`src/rtl/dpf_pkg.sv`:
```
package dpf_pkg;

    typedef enum logic [1:0] {
        CMD_DIGIT = 2'd0,
        CMD_PAUSE = 2'd1,
        CMD_FLASH = 2'd2
    } cmd_kind_e;

    typedef struct packed {
        cmd_kind_e  kind;
        logic [3:0] breaks;
        logic       rate;
        logic       ratio;
        logic [1:0] fsel;
    } cmd_t;

    typedef enum logic [2:0] {
        S_IDLE  = 3'd0,
        S_PRE   = 3'd1,
        S_BRK   = 3'd2,
        S_MAK   = 3'd3,
        S_IDP   = 3'd4,
        S_PAUSE = 3'd5,
        S_FBRK  = 3'd6,
        S_FPAU  = 3'd7
    } seq_state_e;

    function automatic int max2(int a, int b);
        return (a > b) ? a : b;
    endfunction

endpackage

```
`src/rtl/dpf_cmd_queue.sv`:
```
module dpf_cmd_queue
    import dpf_pkg::*;
(
    input  logic clk_i,
    input  logic rst_ni,
    input  logic push_i,
    input  cmd_t cmd_i,
    input  logic pop_i,
    output logic full_o,
    output cmd_t cmd_o,
    output logic ovf_o
);

    typedef struct packed {
        logic full;
        cmd_t cmd;
        logic ovf;
    } q_regs_t;

    q_regs_t q_q, q_d;

    always_comb begin
        q_d = q_q;
        if (pop_i) begin
            q_d.full = 1'b0;
        end
        if (push_i) begin
            if (!q_q.full || pop_i) begin
                q_d.full = 1'b1;
                q_d.cmd  = cmd_i;
            end else begin
                q_d.ovf = 1'b1;
            end
        end
    end

    always_ff @(posedge clk_i) begin
        if (!rst_ni) begin
            q_q <= '0;
        end else begin
            q_q <= q_d;
        end
    end

    assign full_o = q_q.full;
    assign cmd_o  = q_q.cmd;
    assign ovf_o  = q_q.ovf;


    drop_sets_ovf_chk: assert property (@(posedge clk_i) disable iff (!rst_ni)
        (push_i && q_q.full && !pop_i) |=> q_q.ovf);


    ovf_sticky_chk: assert property (@(posedge clk_i) disable iff (!rst_ni)
        q_q.ovf |=> q_q.ovf);

endmodule

```
`src/rtl/dpf_seq.sv`:
```
module dpf_seq
    import dpf_pkg::*;
#(
    parameter int CNT_W           = 14,
    parameter int PERIOD_SLOW     = 300,
    parameter int IDP_SLOW        = 2400,
    parameter int IDP_FAST        = 1500,
    parameter int PAUSE_LEN       = 10800,
    parameter int FLASH_PAUSE_LEN = 3000,
    parameter int FLASH_LEN0      = 1800,
    parameter int FLASH_LEN1      = 900,
    parameter int FLASH_LEN2      = 219,
    parameter int FLASH_LEN3      = 300
) (
    input  logic clk_i,
    input  logic rst_ni,
    input  logic unit_tick_i,
    input  logic cmd_vld_i,
    input  cmd_t cmd_i,
    output logic pop_o,
    output logic active_o,
    output logic dp_break_o,
    output logic dial_mute_o,
    output logic hp_mute_o
);

    localparam int PERIOD_FAST = PERIOD_SLOW / 2;

    typedef struct packed {
        seq_state_e       state;
        logic [CNT_W-1:0] cnt;
        logic [3:0]       rem;
        logic             rate;
        logic             ratio;
    } seq_regs_t;

    seq_regs_t s_q, s_d;

    function automatic int period_of(logic rate);
        return rate ? PERIOD_FAST : PERIOD_SLOW;
    endfunction

    function automatic logic [CNT_W-1:0] make_last(logic rate, logic ratio);
        int p;
        p = period_of(rate);
        return CNT_W'((ratio ? (p / 3) : ((p * 2) / 5)) - 1);
    endfunction

    function automatic logic [CNT_W-1:0] brk_last(logic rate, logic ratio);
        int p;
        p = period_of(rate);
        return CNT_W'((p - (ratio ? (p / 3) : ((p * 2) / 5))) - 1);
    endfunction

    function automatic logic [CNT_W-1:0] flash_last(logic [1:0] sel);
        case (sel)
            2'd0:    return CNT_W'(FLASH_LEN0 - 1);
            2'd1:    return CNT_W'(FLASH_LEN1 - 1);
            2'd2:    return CNT_W'(FLASH_LEN2 - 1);
            default: return CNT_W'(FLASH_LEN3 - 1);
        endcase
    endfunction

    always_comb begin
        s_d   = s_q;
        pop_o = 1'b0;
        if (s_q.state == S_IDLE) begin
            if (cmd_vld_i) begin
                pop_o   = 1'b1;
                s_d.rate  = cmd_i.rate;
                s_d.ratio = cmd_i.ratio;
                s_d.rem   = cmd_i.breaks;
                case (cmd_i.kind)
                    CMD_DIGIT: begin
                        s_d.state = S_PRE;
                        s_d.cnt   = make_last(cmd_i.rate, cmd_i.ratio);
                    end
                    CMD_FLASH: begin
                        s_d.state = S_FBRK;
                        s_d.cnt   = flash_last(cmd_i.fsel);
                    end
                    default: begin
                        s_d.state = S_PAUSE;
                        s_d.cnt   = CNT_W'(PAUSE_LEN - 1);
                    end
                endcase
            end
        end else if (unit_tick_i) begin
            if (s_q.cnt != '0) begin
                s_d.cnt = s_q.cnt - 1'b1;
            end else begin
                case (s_q.state)
                    S_PRE, S_MAK: begin
                        s_d.state = S_BRK;
                        s_d.cnt   = brk_last(s_q.rate, s_q.ratio);
                    end
                    S_BRK: begin
                        if (s_q.rem > 4'd1) begin
                            s_d.rem   = s_q.rem - 4'd1;
                            s_d.state = S_MAK;
                            s_d.cnt   = make_last(s_q.rate, s_q.ratio);
                        end else begin
                            s_d.state = S_IDP;
                            s_d.cnt   = CNT_W'((s_q.rate ? IDP_FAST : IDP_SLOW) - 1);
                        end
                    end
                    S_FBRK: begin
                        s_d.state = S_FPAU;
                        s_d.cnt   = CNT_W'(FLASH_PAUSE_LEN - 1);
                    end
                    default: begin
                        s_d.state = S_IDLE;
                    end
                endcase
            end
        end
    end

    always_ff @(posedge clk_i) begin
        if (!rst_ni) begin
            s_q <= '0;
        end else begin
            s_q <= s_d;
        end
    end

    assign active_o    = (s_q.state != S_IDLE);
    assign dp_break_o  = (s_q.state == S_BRK) || (s_q.state == S_FBRK);
    assign dial_mute_o = (s_q.state == S_BRK) || (s_q.state == S_MAK) || (s_q.state == S_IDP);
    assign hp_mute_o   = (s_q.state == S_PRE) || (s_q.state == S_BRK) ||
                         (s_q.state == S_MAK) || (s_q.state == S_FBRK);


    break_count_range_chk: assert property (@(posedge clk_i) disable iff (!rst_ni)
        (s_q.state == S_PRE || s_q.state == S_BRK || s_q.state == S_MAK)
            |-> (s_q.rem >= 4'd1 && s_q.rem <= 4'd10));


    last_break_to_idp_chk: assert property (@(posedge clk_i) disable iff (!rst_ni)
        (s_q.state == S_IDP && $past(s_q.state) == S_BRK) |-> ($past(s_q.rem) == 4'd1));


    flash_to_pause_chk: assert property (@(posedge clk_i) disable iff (!rst_ni)
        ($past(s_q.state) == S_FBRK && s_q.state != S_FBRK) |-> (s_q.state == S_FPAU));


    dial_mute_end_chk: assert property (@(posedge clk_i) disable iff (!rst_ni)
        $fell(dial_mute_o) |-> (s_q.state == S_IDLE));

endmodule

```
`src/rtl/pulse_dialer.sv`:
```
module pulse_dialer
    import dpf_pkg::*;
#(
    parameter int PRESCALE        = 1,
    parameter int PERIOD_SLOW     = 300,
    parameter int IDP_SLOW        = 2400,
    parameter int IDP_FAST        = 1500,
    parameter int PAUSE_LEN       = 10800,
    parameter int FLASH_PAUSE_LEN = 3000,
    parameter int FLASH_LEN0      = 1800,
    parameter int FLASH_LEN1      = 900,
    parameter int FLASH_LEN2      = 219,
    parameter int FLASH_LEN3      = 300
) (
    input  logic       clk_i,
    input  logic       rst_ni,
    input  logic       tick_i,
    input  logic [3:0] digit_i,
    input  logic       digit_vld_i,
    input  logic       rate_sel_i,
    input  logic       ratio_sel_i,
    input  logic       flash_req_i,
    input  logic [1:0] flash_sel_i,
    input  logic       pause_req_i,
    output logic       dp_break_o,
    output logic       dial_mute_o,
    output logic       hp_mute_o,
    output logic       busy_o,
    output logic       ovf_o
);

    localparam int LONGEST = max2(PAUSE_LEN, max2(FLASH_PAUSE_LEN,
                             max2(IDP_SLOW, max2(FLASH_LEN0, PERIOD_SLOW))));
    localparam int CNT_W   = $clog2(LONGEST + 1);
    localparam int PRE_W   = (PRESCALE > 1) ? $clog2(PRESCALE) : 1;

    typedef struct packed {
        logic [PRE_W-1:0] pre;
    } top_regs_t;

    top_regs_t t_q, t_d;
    logic      unit_tick;
    logic      push;
    cmd_t      new_cmd;
    logic      q_full;
    cmd_t      q_cmd;
    logic      pop;
    logic      seq_active;

    always_comb begin
        t_d       = t_q;
        unit_tick = 1'b0;
        if (tick_i) begin
            if (t_q.pre == PRE_W'(PRESCALE - 1)) begin
                unit_tick = 1'b1;
                t_d.pre   = '0;
            end else begin
                t_d.pre = t_q.pre + 1'b1;
            end
        end
    end

    always_ff @(posedge clk_i) begin
        if (!rst_ni) begin
            t_q <= '0;
        end else begin
            t_q <= t_d;
        end
    end

    // strobe decode with flash > digit > pause priority
    always_comb begin
        push          = 1'b0;
        new_cmd       = '0;
        new_cmd.rate  = rate_sel_i;
        new_cmd.ratio = ratio_sel_i;
        new_cmd.fsel  = flash_sel_i;
        if (flash_req_i) begin
            push         = 1'b1;
            new_cmd.kind = CMD_FLASH;
        end else if (digit_vld_i && digit_i <= 4'd10) begin
            push           = 1'b1;
            new_cmd.kind   = CMD_DIGIT;
            new_cmd.breaks = (digit_i == 4'd0) ? 4'd10 : digit_i;
        end else if (pause_req_i) begin
            push         = 1'b1;
            new_cmd.kind = CMD_PAUSE;
        end
    end

    dpf_cmd_queue u_queue (
        .clk_i  (clk_i),
        .rst_ni (rst_ni),
        .push_i (push),
        .cmd_i  (new_cmd),
        .pop_i  (pop),
        .full_o (q_full),
        .cmd_o  (q_cmd),
        .ovf_o  (ovf_o)
    );

    dpf_seq #(
        .CNT_W           (CNT_W),
        .PERIOD_SLOW     (PERIOD_SLOW),
        .IDP_SLOW        (IDP_SLOW),
        .IDP_FAST        (IDP_FAST),
        .PAUSE_LEN       (PAUSE_LEN),
        .FLASH_PAUSE_LEN (FLASH_PAUSE_LEN),
        .FLASH_LEN0      (FLASH_LEN0),
        .FLASH_LEN1      (FLASH_LEN1),
        .FLASH_LEN2      (FLASH_LEN2),
        .FLASH_LEN3      (FLASH_LEN3)
    ) u_seq (
        .clk_i       (clk_i),
        .rst_ni      (rst_ni),
        .unit_tick_i (unit_tick),
        .cmd_vld_i   (q_full),
        .cmd_i       (q_cmd),
        .pop_o       (pop),
        .active_o    (seq_active),
        .dp_break_o  (dp_break_o),
        .dial_mute_o (dial_mute_o),
        .hp_mute_o   (hp_mute_o)
    );

    assign busy_o = q_full | seq_active;


    idle_quiet_chk: assert property (@(posedge clk_i) disable iff (!rst_ni)
        !busy_o |-> (!dp_break_o && !dial_mute_o && !hp_mute_o));

endmodule

```
`config.mk`:
```
export PLATFORM = sky130hd
export DESIGN_NAME = pulse_dialer
export DESIGN_NICKNAME = d
export VERILOG_FILES = /design/src/rtl/dpf_pkg.sv /design/src/rtl/dpf_cmd_queue.sv /design/src/rtl/dpf_seq.sv /design/src/rtl/pulse_dialer.sv
export SDC_FILE = /design/constraint.sdc
export NUM_CORES = 1
export LEC_CHECK = 0
export ABC_AREA = 1
export CORE_MARGIN = 8
export CORE_UTILIZATION = 25
export CTS_BUF_LIST = sky130_fd_sc_hd__clkbuf_8
export DETAILED_ROUTE_END_ITERATION = 12
export PLACE_DENSITY = 0.52
export REMOVE_ABC_BUFFERS = 1
export SLEW_MARGIN = 20
export SYNTH_ARGS = -nofsm -noshare
export SYNTH_HDL_FRONTEND = slang
export SYNTH_SLANG_ARGS = --single-unit
export TNS_END_PERCENT = 50
```
`constraint.sdc`:
```
create_clock -name clk_i -period 1.8 [get_ports clk_i]
set_input_delay 0.27 -clock clk_i [delete_from_list [all_inputs] [get_ports clk_i]]
set_output_delay 0.27 -clock clk_i [all_outputs]
set_load 0.02 [all_outputs]
```
# After elaboration in Yosys (flattened, before gate mapping)

Cells that the tools add are included.

Add/subtract/negate cells: 8
Divide/modulo/power cells: 4
$lt $le $gt $ge: 2
Equality and inequality tests: 10
Muxes and demuxes: 36
Bitwise operators: 2
Reductions and logical operators: 26

Operators by type and width:

| cell                  | number |
|---|---|
| $div 32x3->32 const B | 2 |
| $div 32x4->32 const B | 2 |
| $sub 14x2->14 const B | 4 |
| $mux 14               | 3 |
| $mux 21               | 2 |
| $pmux 14 s3           | 1 |
| $pmux 17 s2           | 1 |
| $pmux 11 s3           | 1 |
| $mux 12               | 2 |
| $mux 4                | 6 |
| $mux 23               | 1 |
| $mux 9                | 2 |
| $mux 17               | 1 |
| $reduce_bool 14->1    | 1 |
| $sub 10x14->14        | 1 |
| $sub 14x1->14 const B | 1 |
| $mux 1                | 11 |
| $mux 11               | 1 |
| $pmux 3 s3            | 1 |
| $logic_or 1x1->1      | 7 |
| $eq 3x2->1 const B    | 2 |
| $eq 3x3->1 const B    | 2 |
| $reduce_and 2->1      | 3 |
| $reduce_and 3->1      | 2 |
| other kinds (23)      | 28 |

Flip-flop bits (word level): 36
Bits of input ports: 14
Output and inout port bits: 5

# Logic depth before layout (Yosys ltp)

Gate-level depths: netlist of run 1.

Depth in word-level cells: 9
Gate-level depth with buffers: 14

# By module

A second synthesis of run 1 with hierarchy kept.

Cells, all modules: 473
Area, all modules: 2801.4 sq um

Modules (own cells, without submodules):

| module        | times used | cells each | area each (sq um) | seq. area each (sq um) |
|---|---|---|---|---|
| dpf_seq       | 1          | 372        | 2140.8            | 460.4 |
| dpf_cmd_queue | 1          | 75         | 554.3             | 240.2 |
| pulse_dialer  | 1          | 26         | 106.4             | 0.0 |

# Worst setup path before layout of run 1

OpenSTA, ideal clock, no wires.

Path kind: register to register
Start point: reg u_seq.s_q[2] (netlist name)
End point: reg u_seq.s_q[8] (netlist name)
Setup time: 65 ps
Data arrival time: 1667 ps
Slack: 68 ps
Cell stages (with the launch flop): 14
Period minus slack after synthesis: 1732 ps
Cell sequence: dfxtp_1 > inv_1 > ha_1 > inv_1 > nand2_1 > nand2_1 > nand2_1 > nand2_1 > ha_1 > nand2_1 > o21ai_0 > a31oi_1 > nor2_1 > nor2_1

Cells in the longest elaborated chain, start to end: 6

RTL lines:

| what                   | RTL line       | source |
|---|---|---|
| from (decl)            | dpf_seq.sv:37  | `seq_regs_t s_q, s_d;` |
| from (signal assigned) | dpf_seq.sv:121 | `s_q <= '0;` |
| from (signal assigned) | dpf_seq.sv:123 | `s_q <= s_d;` |
| $gt 4x1->1             | dpf_seq.sv:98  | `if (s_q.rem > 4'd1) begin` |
| $mux 17                | dpf_seq.sv:98  |  |
| $pmux 14 s3            | dpf_seq.sv:92  | `case (s_q.state)` |
| $mux 14                | dpf_seq.sv:89  | `if (s_q.cnt != '0) begin` |
| $mux 21                | dpf_seq.sv:88  | `end else if (unit_tick_i) begin` |
| $mux 21                | dpf_seq.sv:67  | `if (s_q.state == S_IDLE) begin` |

Every way passes these cells. The select of a mux whose other input is x is not followed.
A chain may end at the register's enable or synchronous reset.

# Final worst setup path of run 1

Start point: reg u_seq.s_q[6] (netlist name)
End point: reg u_seq.s_q[7] (netlist name)

Cells in the longest elaborated chain, start to end: 4

RTL lines:

| what                                                       | RTL line |
|---|---|
| $sub 14x1->14 / $reduce_bool 14->1 (equally long branches) | dpf_seq.sv:90, dpf_seq.sv:89 |
| $mux 14                                                    | dpf_seq.sv:89 |
| $mux 21                                                    | dpf_seq.sv:88 |
| $mux 21                                                    | dpf_seq.sv:67 |

Several ways; a longest one is shown, not always the timed one. The select of a mux whose other input is x is not followed.

==> results of run 1 <==
==> worst reg2reg max path, stage by stage, from the launching register on <==
cell,delay [ns]
dfxtp_1,0.32
inv_1,0.08
ha_2,0.22
nand3_2,0.12
nor3_4,0.23
nand4_2,0.15
nand2_4,0.16
buf_4,0.15
a21oi_1,0.05
o21ai_0,0.08
inv_1,0.05
==> final timing paths <==
kind | cells past startpoint | slack, ns | from | endpoint
worst max-delay path | 10 | 0.09 | u_seq.s_q[6] | u_seq.s_q[7]
worst max register to register | 10 | 0.09 | u_seq.s_q[6] | u_seq.s_q[7]
worst min register to register | 2 | 0.47 | u_queue.cmd_o[5] | u_queue.cmd_o[5]
worst min-delay path | 2 | 0.47 | u_queue.cmd_o[5] | u_queue.cmd_o[5]
==> per-layer routing <==
layer / vias up / track usage (%)
li1: 1357 / -
met1: 1186 / 13.9
met2: 30 / 18.1
met3: 8 / 2.16
met4: 0 / 2.60
met5: - / 0
==> per-stage QoR <==
| step | util (%) | instance area, sq um | cells |
|---|---|---|---|
| after floorplan | - | 2510 | 368 |
| after CTS | 32.9 | 3330 | 575 |
| after global routing | 33.9 | 3430 | 576 |
| after detailed placement | 31.5 | 3200 | 565 |
| final | 33.9 | 3430 | 576 |
| after global placement | 31.5 | 3200 | 565 |
==> power groups by stage <==
stage | Clock [mW] | Combinational [mW] | Sequential, mW
after global routing | 0.817 | 4.34 | 1.25
after CTS | 0.792 | 3.67 | 1.21
after detailed placement | 0 | 3.62 | 1.22
after floorplan | 0 | 2.32 | 1.20
after global placement | 0 | 3.62 | 1.21
final | 0.779 | 3.89 | 1.21
==> layout make-up <==
cell class	count	area, sq um	area share, %
sequential	35	704	20.5
multi-input combinational	277	1680	49.0
clock buffer	5	68.8	2.00
tap	136	170	4.95
timing repair buffer	64	541	15.7
clock inverter	3	47.5	1.38
inverter	56	220	6.41
==> timing repair <==
action	4_1_cts	5_1_grt
cloned	0	0
setup endpoints to repair	8	23
buffers inserted	2	1
pin swaps	1	5
resized for setup	7	33
==> cells by family after synthesis <==
family                   after synthesis  share of synthesized area, %
XOR/XNOR                              12                          4.09
flip-flops                            35                          27.3
adder cells (fa/ha/maj)               15                          7.30
AO/OA/AOI/OAI                         95                          20.9
AND/OR/NAND/NOR                      155                          29.9
buffers and inverters                 63                          10.6
==> state kept, by name, summed over array words and instances, names as in the netlist <==
register / cells
u_queue.full_o: 1
u_queue.cmd_o: 10
u_queue.ovf_o: 1
u_seq.s_q: 23
==> Yosys cell counts (all sizes together) <==
cell	number
a21oi	41
xnor2	2
xor2	10
nor4	1
nand2	79
inv	56
ha	15
a31oi	1
o21ai	38
o22ai	4
nand3	17
clkbuf	3
dfxtp	35
buf	4
nand4	6
nor2	42
o211ai	3
a211oi	6
nor3	8
o31ai	2
or2	2
==> results.md, run 1 <==
- Number of global-route vias before repair: 2558
- DIE WIDTH: 117 um
- Largest area contributor in the netlist: dfxtp_1
- Outcome: completed
- Most frequent cells in the layout: nand2_1, inv_1, buf_4, a21oi_1
- Die Ht: 117 um
- Layout Skew: 0.0126 ns
- Comb pwr share: 66.2%
- Fill cell count: 1104
- Internal power: 3.03 mW
- I/O Buffers: 18
- Dpl ws: -0.0744 ns
- Cell family with most CP delay: simple AND/OR/NAND/NOR gates
- CTS Buffer Depth: 2
- Part of the cycle the worst path needs: 94.8%
- Slew at the pin closest to its max-slew limit: 0.403 ns
- Vias post-DR: 2581
- Top post-synthesis cells by area: dfxtp_1, nand2_1, ha_1, inv_1, o21ai_0
- Fin Hold WS: 0.472 ns
- Top layer in use: met4
- Ant diodes: 0
- Avg WL per Cell: 12.9 um
- Rows: 37
- Buffers plus inverters on the worst setup path: 3
- Final hold violations: 0
- Class of the worst hold path: reg -> reg
- Met1 wire length: 3720 um
- CTS sink cnt: 35
- Slew Limit Fails: 0
- Mapped cell area: 2570 sq um
- #FFs+latches synth: 35
- CP max stage cell: dfxtp_1
- Drt first pass iters: 4
- Vias per std cell: 4.48
- Min Tclk post-route: 1.71 ns
- Maxcap violations: 0
- Clock latency on the worst-skew pair: 0.31 ns
- Total wire length: 7440 um
- Post-Synthesis Cells: 375
- Crit Path Max Fanout: 8
- Final WS setup: 0.0941 ns
- Mean post-synth cell area: 6.86 sq um
- Yosys warning total: 0
- Final setup violation count: 0
- Most Frequent Cell on Critical Path: inv_1
- All-Layer GR Usage: 10.8%
- Register area share after synthesis: 27.3%
- CP Data Required Time: 2.00 ns
- Final #Nets: 468
- Global-route wire length before repair: 12400 um
- Setup CP Type: reg -> reg
- Post-detail-place hpwl: 5760 um
- Peak supply drop: 0.540 mV
- DRC viols: 0
- Clk pwr share: 13.2%
- Setup tns final: 0 ns
- CP max stage delay: 0.32 ns
- Die area: 13800 sq um
- Critical path data arrival time: 1.91 ns
- Clk Tree Root Cell: clkbuf_8
- Switching pwr: 2.86 mW
- CP Launch Type: flip-flop
- Antenna violations before repair: 0
- Top Ports: 19
- Slew HR: 73.0%
- Commonest non-fill, non-tap cell in the layout: nand2_1
- RSZ-0062 raised after global routing: yes
- Core footprint: 10100 sq um
- Synth cell types: 36
- Routed wl met2: 3470 um
- CTS tree: yes
- Top cell type's share of synthesized area: 27.3%
- Met3 WL post-DR: 185 um
- Clock Pin Slew Worst Setup and Hold Paths: 0.09 ns
- H-tree depth: 2
- Sw Share: 48.6%
- Leakage power: 1.53 nW
- CP Capture Type: flip-flop
- Post-route ant nets: 0
- Ratio of cells with drive above 1 in the final layout: 26.6%
- RePlAce Congestion: 0.828
- Clock buffer count from CTS: 5
- Global route overflow: 0
- F_max: 586 MHz
- Starting Density: 25.4%
- Register share of total power: 20.6%
- CTS hold repair buffers: 0
- DR iter-0 viols: 104
- Pwr Density: 1710 nW/um^2
- Largest net degree at the start of global routing: 17
- Total power: 5.89 mW
- Layout area overhead: 33.6%
- Cell breakdown of the critical path: inv_1 > ha_2 > nand3_2 > nor3_4 > nand4_2 > nand2_4 > buf_4 > a21oi_1 > o21ai_0 > inv_1
Power figures use the tool's default switching activity.
==> run 2: changes to the inputs <==
- CAP_MARGIN: not set -> 20
- clock period: 1.8 -> 1.4 ns (I/O delays scaled with it)
==> run 2 against run 1 <==
  * The flow now finishes with violations (setup timing)
  * Count of clock-buffer cells in the layout unchanged
  * Die area unchanged
  * Worst hold slack worse by 0.093 ns
  * Cell area up 22%
  * Power rose by 62%
  * First-iteration DRC count grew 29%
  * Sequential power grew 28%
  * Flip-flop and latch count unchanged
  * Core utilization is 7.6 points higher
  * Setup slack got worse by 0.36 ns
  * Cell count increased by 10%
  * Global-route usage grew 1.1 points
  * Critical path type unchanged
  * Critical endpoint is now u_seq.s_q[8]
==> results.md, run 2 (synthesis results as in run 1) <==
- Outcome: complete, but fails checks
- Failing checks: setup timing
- Register share of total power: 16.3% (-4.3 points)
- Peak supply drop: 0.754 mV (+40%)
- Clk Tree Root Cell: clkbuf_8
- Fill cell count: 1048 (-5.1%)
- Hold path cells: 4 (+2)
- Final WS setup: -0.268 ns (-0.363 ns)
- CP Data Required Time: 1.60 ns (-0.40 ns)
- Worst r2r src: u_seq.s_q[2]
- CTS Buffer Depth: 2 (unchanged)
- Max reg flops: 23 (unchanged)
- Most Frequent Cell on Critical Path: nand2_4
- Part of the cycle the worst path needs: 119% (+24 points)
- DRC viols: 0 (unchanged)
- Class of the worst hold path: in -> reg
- CP Launch Type: flip-flop
- Rows: 37 (unchanged)
- Final hold violations: 0 (unchanged)
- Vias post-DR: 2920 (+13%)
- DR iter-0 viols: 134 (+29%)
- Worst Setup EP: u_seq.s_q[8]
- CP Capture Type: flip-flop
- Avg WL per Cell: 13.5 um (+4.5%)
- Starting Density: 25.4% (unchanged)
- Setup CP Type: reg -> reg
- Die Ht: 117 um (unchanged)
- Number of global-route vias before repair: 2896 (+13%)
- RePlAce Congestion: 0.878 (+6.1%)
- Sw Share: 47.0% (-1.6 points)
- Fin area: 4200 sq um (+22%)
- Clock latency on the worst-skew pair: 0.30 ns (about the same)
- H-tree depth: 2 (unchanged)
- Antenna violations before repair: 0 (unchanged)
- Post-route ant nets: 0 (unchanged)
- Reg-to-Reg End: u_seq.s_q[8]
- Switching pwr: 4.48 mW (+57%)
- Die area: 13800 sq um (unchanged)
- Most frequent cells in the layout: buf_4, nand2_1, inv_1, a21oi_1, nor2_1
- Leakage power: 1.92 nW (+25%)
- Fin Hold WS: 0.378 ns (-0.0931 ns)
- Slew at the pin closest to its max-slew limit: 0.369 ns (-0.0342 ns)
- Setup crit start: u_seq.s_q[2]
- CP max stage cell: dfxtp_4
- Top Ports: 19 (unchanged)
- Finished Layout Cells: 635 (+10%)
- Placed Instances: 613 (+8.5%)
- Layout area overhead: 63.5%
- Maxcap violations: 0 (unchanged)
- Global-route wire length before repair: 13800 um (+11%)
- Reg2reg setup slack: -0.27 ns (-0.36 ns)
- Comb pwr share: 73.3% (+7.1 points)
- Cells on worst reg2reg path: 13 (+3)
- Placed cell area: 3570 sq um (+12%)
- Final setup violation count: 24 (+24)
- Largest register by flop count: u_seq.s_q
- Total power: 9.53 mW (+62%)
- Layout Skew: 0.00879 ns (-0.00386 ns)
- Clock buffer count from CTS: 5 (unchanged)
- Drt first pass iters: 4 (unchanged)
- Cell breakdown of the critical path: inv_4 > ha_4 > inv_2 > nand2_4 > nand2_8 > nand2_4 > nand2_4 > ha_4 > nand2_2 > o21ai_2 > a31oi_2 > nor2_1 > nor2_1
- Final #Nets: 527 (+13%)
- Clock Pin Slew Worst Setup and Hold Paths: 0.09 ns (about the same)
- Crit Path Max Fanout: 5 (-3)
- Ant diodes: 0 (unchanged)
- All-Layer GR Usage: 12.0% (+1.1 points)
- Min Tclk post-route: 1.67 ns (-0.0375 ns)
- Largest net degree at the start of global routing: 22 (+5)
- Pwr Density: 2270 nW/um^2 (+32%)
- DIE WIDTH: 117 um (unchanged)
- Internal power: 5.05 mW (+67%)
- Total wire length: 8570 um (+15%)
- CTS tree: yes
- F_max: 599 MHz (+2.2%)
- Core footprint: 10100 sq um (unchanged)
- Global route overflow: 0 (unchanged)
- Critical path data arrival time: 1.87 ns (-0.04 ns)
- CP max stage delay: 0.37 ns (+0.05 ns)
- I/O Buffers: 18 (unchanged)
- Finished Core Util: 41.5% (+7.6 points)
- Post-detail-place hpwl: 6160 um (+6.9%)
- Vias per std cell: 4.60 (+2.6%)
- Slew HR: 75.4% (+2.4 points)
- Ratio of cells with drive above 1 in the final layout: 48.1% (+22 points)
- RSZ-0062 raised after global routing: yes
- Commonest non-fill, non-tap cell in the layout: buf_4
- Clk pwr share: 10.4% (-2.8 points)
- Slew Limit Fails: 0 (unchanged)
- CTS sink cnt: 35 (unchanged)
[run 2: power by group through the flow]
stage | Combinational, mW | Sequential [mW] | Clock (mW)
3_5_place_dp | 5.44 | 1.53 | 0
4_1_cts | 6.10 | 1.54 | 1.00
5_1_grt | 7.61 | 1.60 | 1.04
6_report | 6.98 | 1.55 | 0.993
2_1_floorplan | 2.98 | 1.54 | 0
3_3_place_gp | 5.43 | 1.52 | 0
[run 2: layout make-up]
cell class / count / area (sq um) / area share, %
well taps: 136 / 170 / 4.05
repair inverters: 1 / 6.26 / 0.149
multi-input cells: 278 / 1960 / 46.7
inverters: 56 / 228 / 5.42
flip-flops and latches: 35 / 713 / 17.0
clock inverters: 3 / 47.5 / 1.13
clock buffers: 5 / 68.8 / 1.64
repair buffers: 121 / 1010 / 24.0
[run 2: worst max-delay path, delay by kind of cell, from the launching register on]
family	cells	cell delay (ns)
buf+inv	2	0.10
simple gates	7	0.52
flops	1	0.37
fa+ha+maj	2	0.40
compound gates	2	0.17
[run 2: worst min path at each step]
stage,startpoint,slack (ns),endpoint
final,digit_i[2],0.38,u_queue.cmd_o[6]
after floorplan,rst_ni,0.33,u_seq.s_q[19]
after CTS,u_queue.cmd_o[4],0.47,u_queue.cmd_o[4]
after global routing,digit_i[0],0.43,u_queue.cmd_o[4]
after detailed placement,u_queue.cmd_o[4],0.46,u_queue.cmd_o[4]
after global placement,u_queue.cmd_o[4],0.46,u_queue.cmd_o[4]
[run 2: per-layer routing]
layer  global-route usage [%]  up-vias  part of all wire (%)
met4                     2.43        0                   1.9
met2                     20.6       56                    48
met1                     14.9     1367                    46
met5                        0        -                     0
li1                         -     1479                     -
met3                     2.59       18                   3.4
[run 2: repair_timing]
item	4_1_cts	5_1_grt
pin swaps	16	18
setup endpoints to repair	37	36
hold buffers	0	0
setup buffers	9	2
hold endpoints to repair	0	0
cloned	1	2
resized for setup	92	77
[run 2: through the flow]
stage,setup WS (ns),TNS (ns)
CTS,-0.264,-4.33
global route,-0.356,-7.53
detailed placement,-0.513,-11.04
global placement,-0.477,-10.60
floorplan,-0.331,-4.05
finish,-0.268,-4.80
==> run 3: changes to the inputs <==
- CELL_PAD_IN_SITES_DETAIL_PLACEMENT: not set -> 1
- CELL_PAD_IN_SITES_GLOBAL_PLACEMENT: not set -> 1
- PLACE_DENSITY: 0.52 -> 0.64
==> run 3 against run 2 <==
  * Critical endpoint is now u_seq.s_q[9]
  * Core utilization is 0.63 points higher
  * Largest cell class unchanged
  * Count of clock-buffer cells in the layout stayed put
  * Fmax is 1.7% higher
  * Global-route usage is 2.0 points higher
  * Clock power is 2.3% lower
  * The run still ends with setup timing left
  * Wire length is 16% higher
  * Cell count is 0.94% higher
  * Sequential share of layout area is 0.078 points lower
==> results.md, run 3 (synthesis results as in run 1) <==
- Top Ports: 19 (unchanged)
- Cell breakdown of the critical path: inv_2 > nand2_2 > nor2_4 > nand2_2 > nor3_4 > nand4_2 > nand2_4 > buf_6 > nand2_1 > nand2_1 > a21oi_2
- CP Data Required Time: 1.59 ns (about the same)
- Most frequent cells in the layout: buf_4, nand2_1, inv_1, a21oi_1, nand2_2
- Maxcap violations: 0 (unchanged)
- Min Tclk post-route: 1.64 ns (-0.0286 ns)
- CTS Buffer Depth: 2 (unchanged)
- Class of the worst hold path: in -> reg
- Pwr Density: 2330 nW/um^2 (+2.7%)
- Die area: 13800 sq um (unchanged)
- Path length in cells of the critical path: 11 (-2)
- Outcome: complete, but fails checks
- Cells on worst reg2reg path: 11 (-2)
- Fill cell count: 1233 (+18%)
- Hold path cells: 4 (unchanged)
- CP max stage cell: dfxtp_2
- Finished Core Util: 42.1% (+0.63 points)
- Number of global-route vias before repair: 3258 (+13%)
- Critical path data arrival time: 1.83 ns (-0.04 ns)
- All-Layer GR Usage: 14.0% (+2.0 points)
- I/O Buffers: 18 (unchanged)
- Antenna violations before repair: 0 (unchanged)
- Layout Skew: 0.0114 ns (+0.00261 ns)
- Ratio of cells with drive above 1 in the final layout: 51.7% (+3.6 points)
- Vias post-DR: 2979 (+2.0%)
- DRC viols: 0 (unchanged)
- Fin Hold WS: 0.387 ns (+0.00903 ns)
- Largest register by flop count: u_seq.s_q
- Finished Layout Cells: 641 (+0.94%)
- RePlAce Congestion: 0.850 (-3.2%)
- Final hold violations: 0 (unchanged)
- Slew Limit Fails: 0 (unchanged)
- Final WS setup: -0.240 ns (+0.0286 ns)
- F_max: 610 MHz (+1.7%)
- Cell family with most CP delay: simple AND/OR/NAND/NOR gates
- CTS tree: yes
- Drt first pass iters: 4 (unchanged)
- CP Launch Type: flip-flop
- CP max stage delay: 0.33 ns (-0.04 ns)
- Max reg flops: 23 (unchanged)
- Failing checks: setup timing
- Leakage power: 1.93 nW (+0.78%)
- Final #Nets: 533 (+1.1%)
- Slew at the pin closest to its max-slew limit: 0.452 ns (+0.0829 ns)
- Avg WL per Cell: 15.6 um (+15%)
- Buffers plus inverters on the worst setup path: 2 (unchanged)
- Vias per std cell: 4.65 (+1.1%)
- Placed Instances: 616 (+0.49%)
- Starting Density: 25.4% (unchanged)
- Commonest non-fill, non-tap cell in the layout: buf_4
- Post-route ant nets: 0 (unchanged)
- Setup CP Type: reg -> reg
- Core footprint: 10100 sq um (unchanged)
- DR iter-0 viols: 81 (-40%)
- Clock Pin Slew Worst Setup and Hold Paths: 0.09 ns (about the same)
- DIE WIDTH: 117 um (unchanged)
- Global route overflow: 0 (unchanged)
- Post-detail-place hpwl: 7390 um (+20%)
- Layout area overhead: 66.0%
- Final setup violation count: 24 (unchanged)
- Rows: 37 (unchanged)
- Peak supply drop: 0.840 mV (+11%)
- Largest net degree at the start of global routing: 17 (-23%)
- CP Capture Type: flip-flop
- Slew HR: 69.9% (-5.5 points)
- Ant diodes: 0 (unchanged)
- Part of the cycle the worst path needs: 117% (-2.0 points)
- Die Ht: 117 um (unchanged)
- CTS hold repair buffers: 0 (unchanged)
- Clock latency on the worst-skew pair: 0.31 ns (about the same)
- Total wire length: 9980 um (+16%)
- CTS sink cnt: 35 (unchanged)
- H-tree depth: 2 (unchanged)
- Clock buffer count from CTS: 5 (unchanged)
- Clk Tree Root Cell: clkbuf_8
- Crit Path Max Fanout: 7 (+2)
- RSZ-0062 raised after global routing: yes
- Reg2reg setup slack: -0.24 ns (+0.03 ns)
- Dpl ws: -0.466 ns (+0.0470 ns)
- Fin area: 4270 sq um (+1.5%)
- Global-route wire length before repair: 15900 um (+16%)
- Placed cell area: 3590 sq um (+0.63%)
run 3: cell types whose count changed in the layout (fill, tap and decap cells not counted), moves of 4 or more:
cell / previous run / this run
o21ai_2: 13 / 7
nand2_4: 15 / 11
nor2_1: 29 / 21
o21ai_1: 11 / 19
dfxtp_1: 27 / 21
nor2_2: 7 / 12
buf_4: 94 / 107
dfxtp_2: 7 / 13
run 3: path summary, 6_finish.rpt:
kind / start / end
max reg2reg: u_seq.s_q[14] / u_seq.s_q[9]
min: digit_i[0] / u_queue.cmd_o[4]
max: u_seq.s_q[14] / u_seq.s_q[9]
min reg2reg: u_queue.cmd_o[5] / u_queue.cmd_o[5]
run 3: routing by layer:
layer  track usage, %  part of all wire [%]  wire (um)
met1             15.8                    43       4270
met2             25.8                    53       5280
met3             2.45                   3.3        325
met4             4.54                   1.1        106
met5                0                     0          0
run 3: area by class of cell:
class                      count  area, sq um  area share, %
multi-input combinational    277         1980           46.4
clock buffer                   5         68.8           1.61
sequential                    35          721           16.9
timing repair buffer         129         1060           24.9
tap                          136          170           3.99
inverter                      56          225           5.28
clock inverter                 3         43.8           1.03
run 3: what timing repair did:
item,in CTS,in global routing
resized for setup,116,66
setup buffers,11,6
endpoints found under the setup margin,37,38
pin swaps,22,23
run 3: power by group:
part,switching [mW],internal (mW)
clock,0.439,0.531
sequential,0.261,1.33
combinational,4.00,3.37
run 3: through the flow:
| step | setup TNS [ns] | total power, mW |
|---|---|---|
| global placement | -11.50 | 7.09 |
| floorplan | -4.05 | 4.53 |
| CTS | -4.30 | 9.23 |
| finish | -4.05 | 9.93 |
| detailed placement | -12.89 | 7.24 |
| global route | -6.83 | 10.6 |
run 3: worst register-to-register path, delay by kind of cell, from the launching register on:
kind	cells	cell delay, ns
AO/OA/AOI/OAI	1	0.03
flip-flops	1	0.33
AND/OR/NAND/NOR	8	0.95
buffers and inverters	2	0.24
